### src/rtl/ber_pkg.sv
package ber_pkg;
  localparam logic [2:0] SEL_P4   = 3'd0;
  localparam logic [2:0] SEL_P15  = 3'd1;
  localparam logic [2:0] SEL_P23  = 3'd2;
  localparam logic [2:0] SEL_QRSS = 3'd3;
  localparam int HIST_W    = 23;
  localparam int ZRUN_W    = 4;
  localparam int ZRUN_MAX  = 14;
endpackage

### src/rtl/ber_expect.sv
module ber_expect
  import ber_pkg::*;
(
  input  logic       clk_i,
  input  logic       rst_ni,
  input  logic       restart_i,
  input  logic       en_i,
  input  logic       bit_i,
  input  logic       locked_i,
  input  logic       mism_i,
  input  logic [2:0] pat_sel_i,
  input  logic [7:0] fix_word_i,
  output logic       exp_o
);
  logic [HIST_W-1:0] hist_q;
  logic [ZRUN_W-1:0] zrun_q;
  logic [2:0]        ph_q;
  logic              raw, is_fix, is_qrss, forced, push_bit, out_bit;

  always_comb begin
    is_fix  = 1'b0;
    is_qrss = 1'b0;
    case (pat_sel_i)
      SEL_P4:   raw = hist_q[3] ^ hist_q[2];
      SEL_P15:  raw = hist_q[14] ^ hist_q[13];
      SEL_P23:  raw = hist_q[22] ^ hist_q[17];
      SEL_QRSS: begin raw = hist_q[19] ^ hist_q[16]; is_qrss = 1'b1; end
      default:  begin raw = 1'b0; is_fix = 1'b1; end
    endcase
    forced   = is_qrss && (zrun_q >= ZRUN_W'(ZRUN_MAX));
    exp_o    = is_fix ? fix_word_i[3'd7 - ph_q] : (forced | raw);
    // locked: run free on prediction; hunting: load from the line
    push_bit = locked_i ? raw : bit_i;
    out_bit  = locked_i ? exp_o : bit_i;
  end

  always_ff @(posedge clk_i or negedge rst_ni) begin
    if (!rst_ni) begin
      hist_q <= '0;
      zrun_q <= '0;
      ph_q   <= '0;
    end else if (restart_i) begin
      hist_q <= '0;
      zrun_q <= '0;
      ph_q   <= '0;
    end else if (en_i) begin
      hist_q <= {hist_q[HIST_W-2:0], push_bit};
      if (out_bit)       zrun_q <= '0;
      else if (~&zrun_q) zrun_q <= zrun_q + 1'b1;
      // slip one rotation on a hunting mismatch
      ph_q <= (!locked_i && mism_i) ? ph_q + 3'd2 : ph_q + 3'd1;
    end
  end
endmodule

### src/rtl/ber_sync.sv
module ber_sync #(
  parameter int SYNC_LEN = 32,
  parameter int LOSS_WIN = 64,
  parameter int LOSS_THR = 6
) (
  input  logic clk_i,
  input  logic rst_ni,
  input  logic restart_i,
  input  logic en_i,
  input  logic mism_i,
  output logic locked_o
);
  localparam int GW = $clog2(SYNC_LEN + 1);
  localparam int LW = $clog2(LOSS_WIN + 1);
  localparam int TW = $clog2(LOSS_THR + 1);

  logic [GW-1:0] good_q;
  logic [LW-1:0] lwin_q;
  logic [TW-1:0] lerr_q;
  logic          locked_q;

  always_ff @(posedge clk_i or negedge rst_ni) begin
    if (!rst_ni) begin
      locked_q <= 1'b0;
      good_q   <= '0;
      lwin_q   <= '0;
      lerr_q   <= '0;
    end else if (restart_i) begin
      locked_q <= 1'b0;
      good_q   <= '0;
      lwin_q   <= '0;
      lerr_q   <= '0;
    end else if (en_i) begin
      if (!locked_q) begin
        if (mism_i) good_q <= '0;
        else if (good_q == GW'(SYNC_LEN - 1)) begin
          locked_q <= 1'b1;
          good_q   <= '0;
          lwin_q   <= '0;
          lerr_q   <= '0;
        end else good_q <= good_q + 1'b1;
      end else begin
        if (mism_i && lerr_q == TW'(LOSS_THR - 1)) begin
          locked_q <= 1'b0;
          good_q   <= '0;
        end else if (lwin_q == LW'(LOSS_WIN - 1)) begin
          lwin_q <= '0;
          lerr_q <= '0;
        end else begin
          lwin_q <= lwin_q + 1'b1;
          lerr_q <= lerr_q + TW'(mism_i);
        end
      end
    end
  end

  assign locked_o = locked_q;
endmodule

### src/rtl/ber_meas.sv
module ber_meas #(
  parameter int SCALE_BASE  = 21,
  parameter int SCALE_STEPS = 11,
  parameter int SCALE_W     = 4,
  parameter int CNT_W       = 24
) (
  input  logic               clk_i,
  input  logic               rst_ni,
  input  logic               restart_i,
  input  logic               en_i,
  input  logic               mism_i,
  input  logic               locked_i,
  input  logic [SCALE_W-1:0] scale_i,
  output logic [CNT_W-1:0]   err_cnt_o,
  output logic               done_o,
  output logic               ovf_o
);
  localparam int WW = SCALE_BASE + SCALE_STEPS;

  logic [SCALE_W-1:0] n_sel;
  logic [WW-1:0]      win_lim, win_q;
  logic [CNT_W-1:0]   err_q;
  logic               done_q, ovf_q, live, hit;

  always_comb begin
    n_sel   = (scale_i > SCALE_W'(SCALE_STEPS - 1)) ? SCALE_W'(SCALE_STEPS - 1) : scale_i;
    win_lim = WW'(1) << (SCALE_BASE + int'(n_sel));
    live    = en_i && !done_q;
    hit     = live && locked_i && mism_i;
  end

  always_ff @(posedge clk_i or negedge rst_ni) begin
    if (!rst_ni) begin
      win_q  <= '0;
      err_q  <= '0;
      done_q <= 1'b0;
      ovf_q  <= 1'b0;
    end else if (restart_i) begin
      win_q  <= '0;
      err_q  <= '0;
      done_q <= 1'b0;
      ovf_q  <= 1'b0;
    end else begin
      if (live) begin
        win_q  <= win_q + 1'b1;
        done_q <= (win_q + 1'b1) == win_lim;
      end
      if (hit) begin
        if (&err_q) ovf_q <= 1'b1;
        else        err_q <= err_q + 1'b1;
      end
    end
  end

  assign err_cnt_o = err_q;
  assign done_o    = done_q;
  assign ovf_o     = ovf_q;
endmodule

### src/rtl/ber_meter.sv
module ber_meter #(
  parameter int SCALE_BASE = 21,
  parameter int CNT_W      = 24,
  parameter int SYNC_LEN   = 32,
  parameter int LOSS_WIN   = 64,
  parameter int LOSS_THR   = 6
) (
  input  logic             clk_i,
  input  logic             rst_ni,
  input  logic             start_i,
  input  logic             bit_i,
  input  logic             en_i,
  input  logic [2:0]       pat_sel_i,
  input  logic [7:0]       fix_word_i,
  input  logic [3:0]       scale_i,
  output logic [CNT_W-1:0] err_cnt_o,
  output logic             in_sync_o,
  output logic             done_o,
  output logic             ovf_o
);
  logic exp_bit, mism, locked;

  assign mism = bit_i ^ exp_bit;

  ber_expect u_exp (
    .clk_i(clk_i), .rst_ni(rst_ni), .restart_i(start_i), .en_i(en_i),
    .bit_i(bit_i), .locked_i(locked), .mism_i(mism),
    .pat_sel_i(pat_sel_i), .fix_word_i(fix_word_i), .exp_o(exp_bit)
  );

  ber_sync #(.SYNC_LEN(SYNC_LEN), .LOSS_WIN(LOSS_WIN), .LOSS_THR(LOSS_THR)) u_sync (
    .clk_i(clk_i), .rst_ni(rst_ni), .restart_i(start_i), .en_i(en_i),
    .mism_i(mism), .locked_o(locked)
  );

  ber_meas #(.SCALE_BASE(SCALE_BASE), .SCALE_STEPS(11), .SCALE_W(4), .CNT_W(CNT_W)) u_meas (
    .clk_i(clk_i), .rst_ni(rst_ni), .restart_i(start_i), .en_i(en_i),
    .mism_i(mism), .locked_i(locked), .scale_i(scale_i),
    .err_cnt_o(err_cnt_o), .done_o(done_o), .ovf_o(ovf_o)
  );

  assign in_sync_o = locked;
endmodule

### config.mk
export PLATFORM = sky130hd
export DESIGN_NAME = ber_meter
export DESIGN_NICKNAME = d
export VERILOG_FILES = /design/src/rtl/ber_pkg.sv /design/src/rtl/ber_expect.sv /design/src/rtl/ber_sync.sv /design/src/rtl/ber_meas.sv /design/src/rtl/ber_meter.sv
export SDC_FILE = /design/constraint.sdc
export NUM_CORES = 1
export LEC_CHECK = 0
export BUFFER_PORTS_ARGS = -buffer_cell sky130_fd_sc_hd__buf_2
export CAP_MARGIN = 20
export CELL_PAD_IN_SITES_DETAIL_PLACEMENT = 0
export CELL_PAD_IN_SITES_GLOBAL_PLACEMENT = 1
export CORE_UTILIZATION = 35
export CTS_CLUSTER_DIAMETER = 150
export CTS_CLUSTER_SIZE = 40
export DETAILED_ROUTE_END_ITERATION = 6
export GPL_TIMING_DRIVEN = 0
export PLACE_DENSITY = 0.69
export SLEW_MARGIN = 20
export SYNTH_ARGS = -nofsm -noshare
export SYNTH_HDL_FRONTEND = slang
export SYNTH_SLANG_ARGS = --single-unit
### constraint.sdc
create_clock -name clk_i -period 3.4 [get_ports clk_i]
set_clock_uncertainty 0.15 [all_clocks]
set_input_delay 0.17 -clock clk_i [delete_from_list [all_inputs] [get_ports clk_i]]
set_output_delay 0.17 -clock clk_i [all_outputs]
set_load 0.01 [all_outputs]
# After elaboration in Yosys (flattened, before gate mapping)

Cells that the tools add are included.

Register bits after elaboration: 105
Latch bits: 0
Memory bits (writable): 0
Memory bits (read-only): 0
Bits of input ports: 20
Output and inout bits: 27
Logic and storage cells: 118
Memories kept: 0

Add/subtract/negate cells: 10
Multipliers: 0
Divide/modulo/power cells: 0
$lt $le $gt $ge: 3
Equality and inequality tests: 12
Shift-type cells: 1
Mux-type cells: 53
Bitwise operators: 6
Reductions and logical operators: 22

Operators with widths:

| kind                                                                     | number |
|---|---|
| 24-bit 2-to-1 mux                                                        | 3 |
| 32-bit 2-to-1 mux                                                        | 2 |
| 7-bit 2-to-1 mux                                                         | 7 |
| 23-bit 2-to-1 mux                                                        | 2 |
| 6-bit 2-to-1 mux                                                         | 6 |
| 32-bit by 1-bit adder with 32-bit output (second input constant)         | 1 |
| 32-bit equality test                                                     | 1 |
| 1-bit by 32-bit << shifter with 32-bit output (first input constant)     | 1 |
| 3-bit 2-to-1 mux                                                         | 10 |
| 24-bit by 1-bit adder with 24-bit output (second input constant)         | 1 |
| 24-bit AND reduction                                                     | 1 |
| 4-bit 2-to-1 mux                                                         | 5 |
| 1-bit 2-to-1 mux                                                         | 16 |
| 2-bit AND reduction                                                      | 4 |
| 4-bit AND reduction                                                      | 2 |
| 2-bit nonzero test                                                       | 4 |
| 7-bit by 1-bit adder with 7-bit output (second input constant)           | 1 |
| 7-bit by 6-bit equality test with 1-bit output (second input constant)   | 1 |
| 5-bit by 4-bit adder with 6-bit output (first input constant)            | 1 |
| 6-bit by 1-bit adder with 6-bit output (second input constant)           | 1 |
| 3-bit by 2-bit equality test with 1-bit output (second input constant)   | 2 |
| 6-bit by 5-bit equality test with 1-bit output (second input constant)   | 1 |
| 1-bit logical AND                                                        | 6 |
| 3-bit by 2-bit inequality test with 1-bit output (second input constant) | 2 |
| 20 further kinds                                                         | 26 |

# Logic depth before layout (Yosys ltp)

Gate-level depths: netlist of run 1.

Depth in word-level cells: 12
Depth in mapped cells: 13
Mapped depth without buffers: 12

# Hierarchy

A second synthesis of run 1 with hierarchy kept.

Cells, all modules: 703
Area, all modules: 6369.9 sq um

By module, submodules not included:

| module     | times used | cells an instance | area each (sq um) | sequential area each (sq um) |
|---|---|---|---|---|
| ber_meas   | 1          | 452               | 3875.0            | 1451.4 |
| ber_expect | 1          | 145               | 1546.5            | 750.7 |
| ber_sync   | 1          | 105               | 939.7             | 425.4 |
| ber_meter  | 1          | 1                 | 8.8               | 0.0 |

# Worst setup path after synthesis of run 1

OpenSTA, ideal clock, no wires.

Kind: register to register
Start point: register u_exp.ph_q[0]
End point: register u_meas.err_q[13], in the netlist u_meas.err_cnt_o[13]
Library setup time: 125 ps
Arrival: 2500 ps
Data required time: 3125 ps
Setup slack: 625 ps
Cell stages (with the launch flop): 8
Path buffers: 0
Period minus slack after synthesis: 2775 ps
Path through: dfrtp_1 > mux4_1 > mux2i_1 > a2bb2oi_4 > xnor2_4 > nor3_1 > and4_1 > mux2_2

Cells in the longest elaborated chain, start to end: 8

Ends and longest elaborated chain:

| what                                      | RTL line         | source |
|---|---|---|
| start, declared                           | ber_expect.sv:17 | `logic [2:0] ph_q;` |
| start signal, assigned                    | ber_expect.sv:51 | `ph_q <= (!locked_i && mism_i) ? ph_q + 3'd2 : ph_q + 3'd1;` |
| 3-bit subtractor                          | ber_expect.sv:31 | `exp_o = is_fix ? fix_word_i[3'd7 - ph_q] : (forced \| raw);` |
| 1-bit binary-select mux with 3-bit select | ber_expect.sv:31 |  |
| 1-bit 2-to-1 mux (implied by the code)    | ber_expect.sv:31 |  |
| 1-bit 2-to-1 mux                          | ber_expect.sv:31 |  |
| 1-bit XOR                                 | ber_meter.sv:23  | `assign mism = bit_i ^ exp_bit;` |
| 1-bit logical AND                         | ber_meas.sv:29   | `hit = live && locked_i && mism_i;` |
| 2-bit nonzero test (no source line)       | n/a              |  |
| 2-bit AND reduction (no source line)      | n/a              |  |
| end signal, assigned                      | ber_meas.sv:50   | `else err_q <= err_q + 1'b1;` |
| end, declared                             | ber_meas.sv:22   | `logic [CNT_W-1:0] err_q;` |

No other way between the ends. The select of a mux whose other input is x is not followed.
A chain may end at the register's enable or synchronous reset.

# Worst setup path in the final report of run 1

Start point: register u_meas.win_q[1]
End point: register u_meas.done_q, in the netlist u_meas.done_o

Cells in the longest elaborated chain, start to end: 4

Ends and longest elaborated chain:

| what                                     | RTL line       | source |
|---|---|---|
| start, declared                          | ber_meas.sv:21 | `logic [WW-1:0] win_lim, win_q;` |
| start signal, assigned                   | ber_meas.sv:45 | `win_q <= win_q + 1'b1;` |
| 32-bit by 1-bit adder with 32-bit output | ber_meas.sv:46 | `done_q <= (win_q + 1'b1) == win_lim;` |
| 32-bit equality test                     | ber_meas.sv:46 |  |
| 1-bit 2-to-1 mux                         | ber_meas.sv:44 | `if (live) begin` |
| 1-bit 2-to-1 mux                         | ber_meas.sv:38 | `end else if (restart_i) begin` |
| end signal, assigned                     | ber_meas.sv:46 |  |
| end, declared                            | ber_meas.sv:23 | `logic done_q, ovf_q, live, hit;` |

No other way between the ends. The select of a mux whose other input is x is not followed.

==> results of run 1 <==
[through the flow]
stage / cells / worst slack, ns / power [W]
floorplan: 689 / 0.625 / 0.00143
global placement: 958 / 0.178 / 0.00152
detailed placement: 959 / 0.137 / 0.00153
CTS: 976 / 0.134 / 0.00267
global route: 976 / 0.0168 / 0.00274
finish: 976 / 0.210 / 0.00263
[where the power goes]
| group | switching [W] | internal (W) |
|---|---|---|
| Sequential | 0.0000149 | 0.00126 |
| Clock | 0.000537 | 0.000595 |
| Combinational | 0.000144 | 0.0000797 |
| Total | 0.000696 | 0.00193 |
[worst register-to-register path: stages, from the launching register on]
cell and delay (ns):
dfrtp_1 0.48, ha_1 0.32, nand4_1 0.20, or3_1 0.40, clkbuf_1 0.22, nor3_2 0.31
xor2_1 0.24, mux2_2 0.36, a21oi_1 0.24, o32ai_1 0.12
[per-layer routing]
metal / part of all wire / vias up / track usage
met5: 0 / - / 0
met4: 0.0094 / 0 / 0.0387
met3: 0.033 / 12 / 0.0374
met2: 0.48 / 75 / 0.287
met1: 0.48 / 2555 / 0.232
li1: - / 2586 / -
[placed cells by master (no fill, tap or decap), types with 12 or more instances in the layout]
cell type / n
mux2i_1: 28
nand3_1: 32
nor3_1: 17
buf_2: 50
nand2_1: 61
o21ai_0: 27
nor2_1: 82
nand4_1: 26
xnor2_1: 31
or3_1: 17
buf_1: 12
clkbuf_1: 15
inv_1: 15
a21oi_1: 35
xor2_1: 26
dfrtp_1: 105
nor4_1: 16
[sequential cells by signal (all words and copies together), names as in the netlist]
signal / flops
u_sync.lwin_q: 7
u_meas.win_q: 32
u_exp.hist_q: 23
u_meas.err_cnt_o: 24
u_exp.zrun_q: 4
u_meas.done_o: 1
u_sync.good_q: 6
u_sync.locked_o: 1
u_meas.ovf_o: 1
u_exp.ph_q: 3
u_sync.lerr_q: 3
[area by class of cell]
cell class	count	area share
Timing Repair Buffer	46	0.0370
Sequential cell	105	0.368
Multi-Input combinational cell	531	0.478
Clock inverter	7	0.0140
Inverter	16	0.00842
Buffer	37	0.0230
Tap cell	225	0.0395
Clock buffer	9	0.0316
[worst max-delay path by stage]
stage	cells past startpoint	startpoint	end
floorplan	7	u_exp.ph_q[0]	u_meas.err_cnt_o[13]
global placement	7	u_exp.ph_q[0]	u_meas.err_cnt_o[13]
detailed placement	7	u_exp.ph_q[0]	u_meas.err_cnt_o[13]
CTS	7	u_exp.ph_q[0]	u_meas.err_cnt_o[13]
global route	9	u_meas.win_q[1]	u_meas.done_o
finish	9	u_meas.win_q[1]	u_meas.done_o
[logic make-up (layout without fill, tap and decap cells)]
logic type,Yosys count,after routing,synth area share
compound gates,110,110,0.112
mux,38,38,0.0689
xor+xnor,58,58,0.0843
fa+ha+maj,9,9,0.0180
flops,105,105,0.421
simple gates,316,316,0.261
buf+inv,53,115,0.0358
[what timing repair did]
item                                    in CTS  in global routing
hold endpoints to repair                   105                  0
hold buffers                                 1                  0
endpoints found under the setup margin       0                  2
resized for setup                            0                  3
==> flow_metrics.tcl, run 1 <==
set metrics [dict create \
    crit_chain "ha_1 -> nand4_1 -> or3_1 -> clkbuf_1 -> nor3_2 -> xor2_1 -> mux2_2 -> a21oi_1 -> o32ai_1" \
    tritoncts "yes" \
    drc_errors 0 \
    reg2reg_depth 9 \
    r2r_setup_slack_ns 0.21 \
    criticalPathCategory "flip-flop to flip-flop" \
    fin_crit_sh 0.938 \
    final_area_um2 7130 \
    synthArstFlopShare 1.00 \
    die_width_um 136 \
    synth_common_cells "105 x dfrtp_1, 82 x nor2_1, 61 x nand2_1, 35 x a21oi_1, 32 x nand3_1" \
    synth_area_leaders "dfrtp_1 42%, nor2_1 4.9%, mux2i_1 4.5%" \
    core_region_area_um2 17400 \
    worst_pin_slew_ns 0.660 \
    grt-ovfl-total 0 \
    portBuffers 44 \
    synth_cell_types 64 \
    cpMaxStageDelayCell "dfrtp_1" \
    hold_path_depth 3 \
    cts_buffer_depth 2 \
    ys_ff_latch 105 \
    arrival_ns 3.25 \
    hold-worst-slack_ns 0.0343 \
    synth_top_area_share 0.421 \
    critical_path_peak_fanout 8 \
    n_antenna_cell 0 \
    placed_area_um2 6780 \
    synth_nets 718 \
    finalSetupTns_ns 0 \
    start_util 0.360 \
    ys_warn_count 0 \
    finalWeightedCongestion 0.810 \
    cts_root_buf "clkbuf_16" \
    syn_inst 689 \
    worstHoldStart "pat_sel_i[2]" \
    final_nets 775 \
    min_path_type "input pin to flip-flop" \
    ys.flop_type "dfrtp_1" \
    synth_area_leader_cell "dfrtp_1" \
    r2r-start "u_meas.win_q[1]" \
    grt.total_usage 0.174 \
    ir_worst_vdd_v 0.000285 \
    tritoncts.num_buffers 9 \
    drtIter0Drc 276 \
    floorplan.die_area_um2 18400 \
    drive_above_1_share 0.126 \
    h-tree-depth 3 \
    fin_crit_ns 3.19 \
    slowest_delay_ns 0.48 \
    hold_viol 0 \
    avgRoutedWirePerCell_um 15.5 \
    cap_viol_max_count 0 \
    antenna_found_initial 0 \
    path_buf_inv 1 \
    grt_first_pass_wirelength_um 25200 \
    routed_wl_um 15100 \
    cts.sinks 105 \
    die_h_um 136 \
    grt_pass1_vias 4977 \
    grt_max_degree 79 \
    vias 5228 \
    clkLatencyLatePin_ns 0.36 \
    slew_violations 0 \
    path_delay_family "simple AND/OR/NAND/NOR gates" \
    seq_area_um2 2630 \
    rsz0062_at_grt "no" \
    via_per_inst 5.36 \
    cts_setup_buffers 0 \
    rows 48 \
    r2r-end "u_meas.done_o" \
    utilization 0.411 \
    required_ns 3.46 \
    fmax_mhz 313 \
    multi_input_area_um2 3410 \
    start_kind "flip-flop" \
    leakage_nw 3.05 \
    io_pins 47 \
    dp_hpwl_um 10900 \
    syn_avg_cell_area_um2 9.07 \
    netlist_area_um2 6250 \
    ys_seq_area_frac 0.421 \
    drtPass1Iterations 5 \
    yosysMostFrequentCell "dfrtp_1" \
    hold_end "u_exp.hist_q[0]" \
    syn2layout_area_growth_pct 14.1 \
    fillers 1726 \
    antenna_left 0 \
    setup.worst_path.end_class "flip-flop" \
    setup_violations 0 \
    status "completed" \
    synth_enable_flop_cells 0 \
    slew_headroom 0.554 \
    power.density_nw_per_um2 369 \
    clkTransAtPathRegs_ns 0.08 \
]
(Power assumes the default switching activity.)
==> inputs of run 2 (changes only) <==
--- a/config.mk
+++ b/config.mk
@@ -14,7 +14,7 @@
 export CTS_CLUSTER_SIZE = 40
 export DETAILED_ROUTE_END_ITERATION = 6
 export GPL_TIMING_DRIVEN = 0
-export PLACE_DENSITY = 0.69
+export PLACE_DENSITY = 0.71
 export SLEW_MARGIN = 20
 export SYNTH_ARGS = -nofsm -noshare
 export SYNTH_HDL_FRONTEND = slang
==> constraint.sdc (replaced) <==
create_clock -name clk_i -period 2.8 [get_ports clk_i]
set_clock_uncertainty 0.15 [all_clocks]
set_input_delay 0.14 -clock clk_i [delete_from_list [all_inputs] [get_ports clk_i]]
set_output_delay 0.14 -clock clk_i [all_outputs]
set_load 0.01 [all_outputs]
==> flow_metrics.tcl, run 2 (synthesis results as in run 1) <==
set metrics [dict create \
    drc_errors 0 \
    start_kind "flip-flop" \
    fin_crit_sh 0.978 \
    vias 5363 \
    r2r_setup_slack_ns 0.06 \
    path_buf_inv 1 \
    antenna_left 0 \
    floorplan.die_area_um2 18400 \
    rsz0062_at_grt "yes" \
    setup_violations 0 \
    critical_path_peak_fanout 5 \
    criticalPathCategory "flip-flop to flip-flop" \
    worst_pin_slew_ns 0.714 \
    cap_viol_max_count 0 \
    setup.worst_path.end_class "flip-flop" \
    arrival_ns 2.83 \
    ir_worst_vdd_v 0.000259 \
    required_ns 2.89 \
    slew_violations 0 \
    grt_max_degree 55 \
    crit_chain "xor2_1 -> mux4_2 -> a2bb2oi_4 -> xnor2_4 -> buf_4 -> nor3_4 -> and4_1 -> mux2_2" \
    hold_end "u_exp.hist_q[0]" \
    cts.sinks 105 \
    drtPass1Iterations 5 \
    final_nets 795 \
    die_width_um 136 \
    status "completed" \
    syn2layout_area_growth_pct 17.9 \
    n_antenna_cell 0 \
    placed_area_um2 6780 \
    io_pins 47 \
    slew_headroom 0.524 \
    cts_root_buf "clkbuf_16" \
    largest_reg_flops 32 \
    slowest_delay_ns 0.53 \
    drive_above_1_share 0.169 \
    clkTransAtPathRegs_ns 0.07 \
    hold_path_depth 3 \
    die_h_um 136 \
    final_cell_mix "103 x dfrtp_1, 82 x nor2_1, 61 x nand2_1" \
    worstHoldStart "pat_sel_i[2]" \
    rows 48 \
    grt-ovfl-total 0 \
    leakage_nw 3.20 \
    fin_crit_ns 2.74 \
    utilization 0.425 \
    hold_viol 0 \
    grt_first_pass_wirelength_um 25900 \
    tritoncts "yes" \
    cts_buffer_depth 2 \
    power.density_nw_per_um2 419 \
    top_register "u_meas.win_q" \
    final_area_um2 7370 \
    r2r-start "u_exp.hist_q[16]" \
    core_region_area_um2 17400 \
    grt_pass1_vias 5185 \
    r2r-end "u_meas.err_cnt_o[13]" \
    portBuffers 44 \
    tritoncts.num_buffers 9 \
    fmax_mhz 365 \
    clkLatencyLatePin_ns 0.35 \
    start_util 0.360 \
    h-tree-depth 3 \
    dp_hpwl_um 11100 \
    pre_cts_ws_ns -0.534 \
    min_path_type "input pin to flip-flop" \
    path_delay_family "multiplexers" \
    cpMaxStageDelayCell "mux4_2" \
    mostFrequentLayoutCell "dfrtp_1" \
    avgRoutedWirePerCell_um 15.8 \
    grt.total_usage 0.177 \
    drtIter0Drc 267 \
    reg2reg_depth 8 \
    layout_setup_ws_ns 0.0625 \
    routed_wl_um 15700 \
    via_per_inst 5.38 \
    finalWeightedCongestion 0.827 \
    antenna_found_initial 0 \
]
run 2: where the power goes:
group	switching, W	total (W)	leakage [nW]	internal [W]
Combinational	0.000188	0.000297	1.60	0.000109
Clock	0.000580	0.00124	0.141	0.000659
Sequential	0.0000193	0.00155	1.46	0.00153
run 2: area by class of cell:
class | count | area (um^2)
Buffer | 32 | 140
Clock buffer | 13 | 260
Clock inverter | 3 | 22.5
Fill cell | 1727 | 9990
Inverter | 16 | 62.6
Multi-Input combinational cell | 531 | 3520
Sequential cell | 105 | 2630
Tap cell | 225 | 282
Timing Repair Buffer | 71 | 452
run 2: layer usage:
metal,vias to the layer above,track usage,wire length (um)
met5,-,0,0
met4,0,0.0424,146
met3,12,0.0378,555
met2,90,0.289,7440
met1,2639,0.238,7590
li1,2622,-,-
run 2: worst max-delay path by stage:
stage                     start  cells past startpoint                   end
5_1_grt         u_meas.win_q[0]                      9         u_meas.done_o
4_1_cts        u_exp.hist_q[13]                      9  u_meas.err_cnt_o[16]
6_report       u_exp.hist_q[16]                      8  u_meas.err_cnt_o[13]
3_5_place_dp      u_exp.ph_q[0]                      7  u_meas.err_cnt_o[13]
2_1_floorplan     u_exp.ph_q[0]                      7  u_meas.err_cnt_o[13]
3_3_place_gp    u_meas.win_q[1]                      8         u_meas.done_o
run 2: repair_timing:
item | CTS | global route
cloned | 0 | 1
resized for setup | 18 | 8
endpoints found under the hold margin | 52 | 0
setup buffers | 11 | 12
endpoints found under the setup margin | 30 | 24
hold buffers | 2 | 0
pin swaps | 9 | 6
run 2: metrics by stage:
stage | TNS, ns | cells | hold WS (ns) | power (W)
2_1_floorplan | 0 | 689 | -0.306 | 0.00174
3_3_place_gp | -4.91 | 958 | 0.312 | 0.00184
3_5_place_dp | -6.87 | 959 | -0.0147 | 0.00185
4_1_cts | -0.00268 | 987 | 0.0144 | 0.00313
5_1_grt | -0.122 | 996 | 0.0490 | 0.00321
6_report | 0 | 996 | 0.0293 | 0.00309
run 2: worst reg2reg max path, stage by stage, from the launching register on:
cell and delay [ns]:
dfrtp_1 0.40, xor2_1 0.16, mux4_2 0.53, a2bb2oi_4 0.22
xnor2_4 0.16, buf_4 0.16, nor3_4 0.25, and4_1 0.25
mux2_2 0.34
==> inputs of run 3 (changes only) <==
--- a/config.mk
+++ b/config.mk
@@ -9,12 +9,12 @@
 export CAP_MARGIN = 20
 export CELL_PAD_IN_SITES_DETAIL_PLACEMENT = 0
 export CELL_PAD_IN_SITES_GLOBAL_PLACEMENT = 1
-export CORE_UTILIZATION = 35
+export CORE_UTILIZATION = 42
 export CTS_CLUSTER_DIAMETER = 150
 export CTS_CLUSTER_SIZE = 40
 export DETAILED_ROUTE_END_ITERATION = 6
 export GPL_TIMING_DRIVEN = 0
-export PLACE_DENSITY = 0.71
+export PLACE_DENSITY = 0.82
 export SLEW_MARGIN = 20
 export SYNTH_ARGS = -nofsm -noshare
 export SYNTH_HDL_FRONTEND = slang
==> flow_metrics.tcl, run 3 (synthesis results as in run 1) <==
set metrics [dict create \
    hold_viol 0 \
    core_region_area_um2 14500 \
    io_pins 47 \
    grt.total_usage 0.204 \
    slew_violations 0 \
    cts_buffer_depth 2 \
    fin_crit_ns 2.74 \
    final_nets 795 \
    finalWeightedCongestion 0.874 \
    avgRoutedWirePerCell_um 15.7 \
    criticalPathCategory "flip-flop to flip-flop" \
    r2r-start "u_exp.hist_q[13]" \
    critical_path_peak_fanout 10 \
    cpMaxStageDelayCell "mux4_2" \
    start_kind "flip-flop" \
    grt-ovfl-total 0 \
    worst_pin_slew_ns 0.665 \
    r2r-end "u_meas.err_cnt_o[17]" \
    syn2layout_area_growth_pct 18.3 \
    min_path_type "input pin to flip-flop" \
    grt_pass1_vias 4979 \
    p_int_w 0.00238 \
    largest_reg_flops 32 \
    via_per_inst 5.64 \
    startpoint "u_exp.hist_q[13]" \
    power.total_w 0.00322 \
    tritoncts.num_buffers 9 \
    n_antenna_cell 0 \
    slew_headroom 0.551 \
    hold-worst-slack_ns 0.0206 \
    clkLatencyLatePin_ns 0.36 \
    finalSetupTns_ns 0 \
    pwr-share-comb 0.097 \
    power.density_nw_per_um2 436 \
    start_util 0.430 \
    mostFrequentLayoutCell "dfrtp_1" \
    h-tree-depth 3 \
    r2r_setup_slack_ns 0.06 \
    slowest_delay_ns 0.52 \
    crit_chain "xor2_1 -> mux4_2 -> a2bb2oi_4 -> xnor2_4 -> inv_2 -> buf_8 -> nand4_1 -> buf_6 -> or4_4 -> a21oi_1" \
    rsz0062_at_grt "yes" \
    fin_cells 955 \
    fin_crit_sh 0.979 \
    fillers 1378 \
    ir_worst_vdd_v 0.000333 \
    rows 44 \
    die_h_um 124 \
    hold_end "u_exp.hist_q[0]" \
    grt_max_degree 61 \
    cts.sinks 105 \
    clkTransAtPathRegs_ns 0.08 \
    fmax_mhz 365 \
    arrival_ns 2.87 \
    top_register "u_meas.win_q" \
    routed_wl_um 14900 \
    setup_violations 0 \
    final_cell_mix "100 x dfrtp_1, 82 x nor2_1, 61 x nand2_1" \
    antenna_found_initial 0 \
    switching_share 0.262 \
    drc_errors 0 \
    placed_area_um2 6730 \
    final_area_um2 7390 \
    dp_cells 918 \
    cts_root_buf "clkbuf_16" \
    tritoncts "yes" \
    reg2reg_depth 10 \
    p_seq_frac 0.480 \
    portBuffers 44 \
    grt_first_pass_wirelength_um 24400 \
    drtIter0Drc 281 \
    drive_above_1_share 0.179 \
    leakage_nw 3.23 \
    p_switching_w 0.000844 \
    worstHoldStart "pat_sel_i[2]" \
    cap_viol_max_count 0 \
    status "completed" \
    drtPass1Iterations 5 \
    vias 5382 \
    die_width_um 124 \
    required_ns 2.93 \
    power_frac_clock 0.423 \
    floorplan.die_area_um2 15400 \
    dp_hpwl_um 10700 \
    hold_path_depth 3 \
    setup.worst_path.end_class "flip-flop" \
    antenna_left 0 \
]
[run 3: layout make-up]
cell class | instances | area, um^2 | area share
Tap cell | 184 | 230 | 0.0312
Inverter | 16 | 60.1 | 0.00813
Clock buffer | 9 | 225 | 0.0305
Sequential cell | 105 | 2630 | 0.356
Timing Repair Buffer | 69 | 438 | 0.0593
Clock inverter | 7 | 98.8 | 0.0134
Multi-Input combinational cell | 531 | 3540 | 0.479
Buffer | 34 | 165 | 0.0224
[run 3: power by group through the flow]
| stage | clock, W | sequential (W) | combinational, W |
|---|---|---|---|
| 2_1_floorplan | 0 | 0.00157 | 0.000165 |
| 3_3_place_gp | 0 | 0.00158 | 0.000257 |
| 3_5_place_dp | 0 | 0.00158 | 0.000270 |
| 4_1_cts | 0.00140 | 0.00155 | 0.000289 |
| 5_1_grt | 0.00146 | 0.00155 | 0.000347 |
| 6_report | 0.00136 | 0.00155 | 0.000312 |
[run 3: worst max-delay path by stage]
stage | to | depth (start not counted)
2_1_floorplan | u_meas.err_cnt_o[13] | 7
3_3_place_gp | u_meas.err_cnt_o[13] | 7
3_5_place_dp | u_meas.err_cnt_o[13] | 7
4_1_cts | u_meas.done_o | 9
5_1_grt | u_meas.err_cnt_o[17] | 10
6_report | u_meas.err_cnt_o[17] | 10
[run 3: timing repair]
| item | CTS | global route |
|---|---|---|
| hold endpoints to repair | 105 | 0 |
| resized for setup | 13 | 24 |
| hold buffers | 1 | 0 |
| pin swaps | 6 | 12 |
| endpoints found under the setup margin | 29 | 23 |
| buffers inserted | 7 | 15 |
| gates cloned | 0 | 1 |
[run 3: layer usage]
layer / vias to the layer above / part of all wire / track usage
li1: 2620 / - / -
met1: 2643 / 0.45 / 0.266
met2: 101 / 0.49 / 0.340
met3: 18 / 0.038 / 0.0485
met4: 0 / 0.016 / 0.0551
met5: - / 0 / 0
[run 3: per-stage QoR]
stage	util	setup slack (ns)
final	0.508	0.0598
after global routing	0.508	-0.0377
after CTS	0.493	-0.00185
after detailed placement	0.463	-0.397
after global placement	0.461	-0.377
after floorplan	-	0.0255
[run 3: worst max-delay path: cells and delay by family, from the launching register on]
family / cells / cell delay [ns]
flops: 1 / 0.41
mux: 1 / 0.52
xor+xnor: 2 / 0.32
simple gates: 2 / 0.53
buf+inv: 3 / 0.38
compound gates: 2 / 0.34
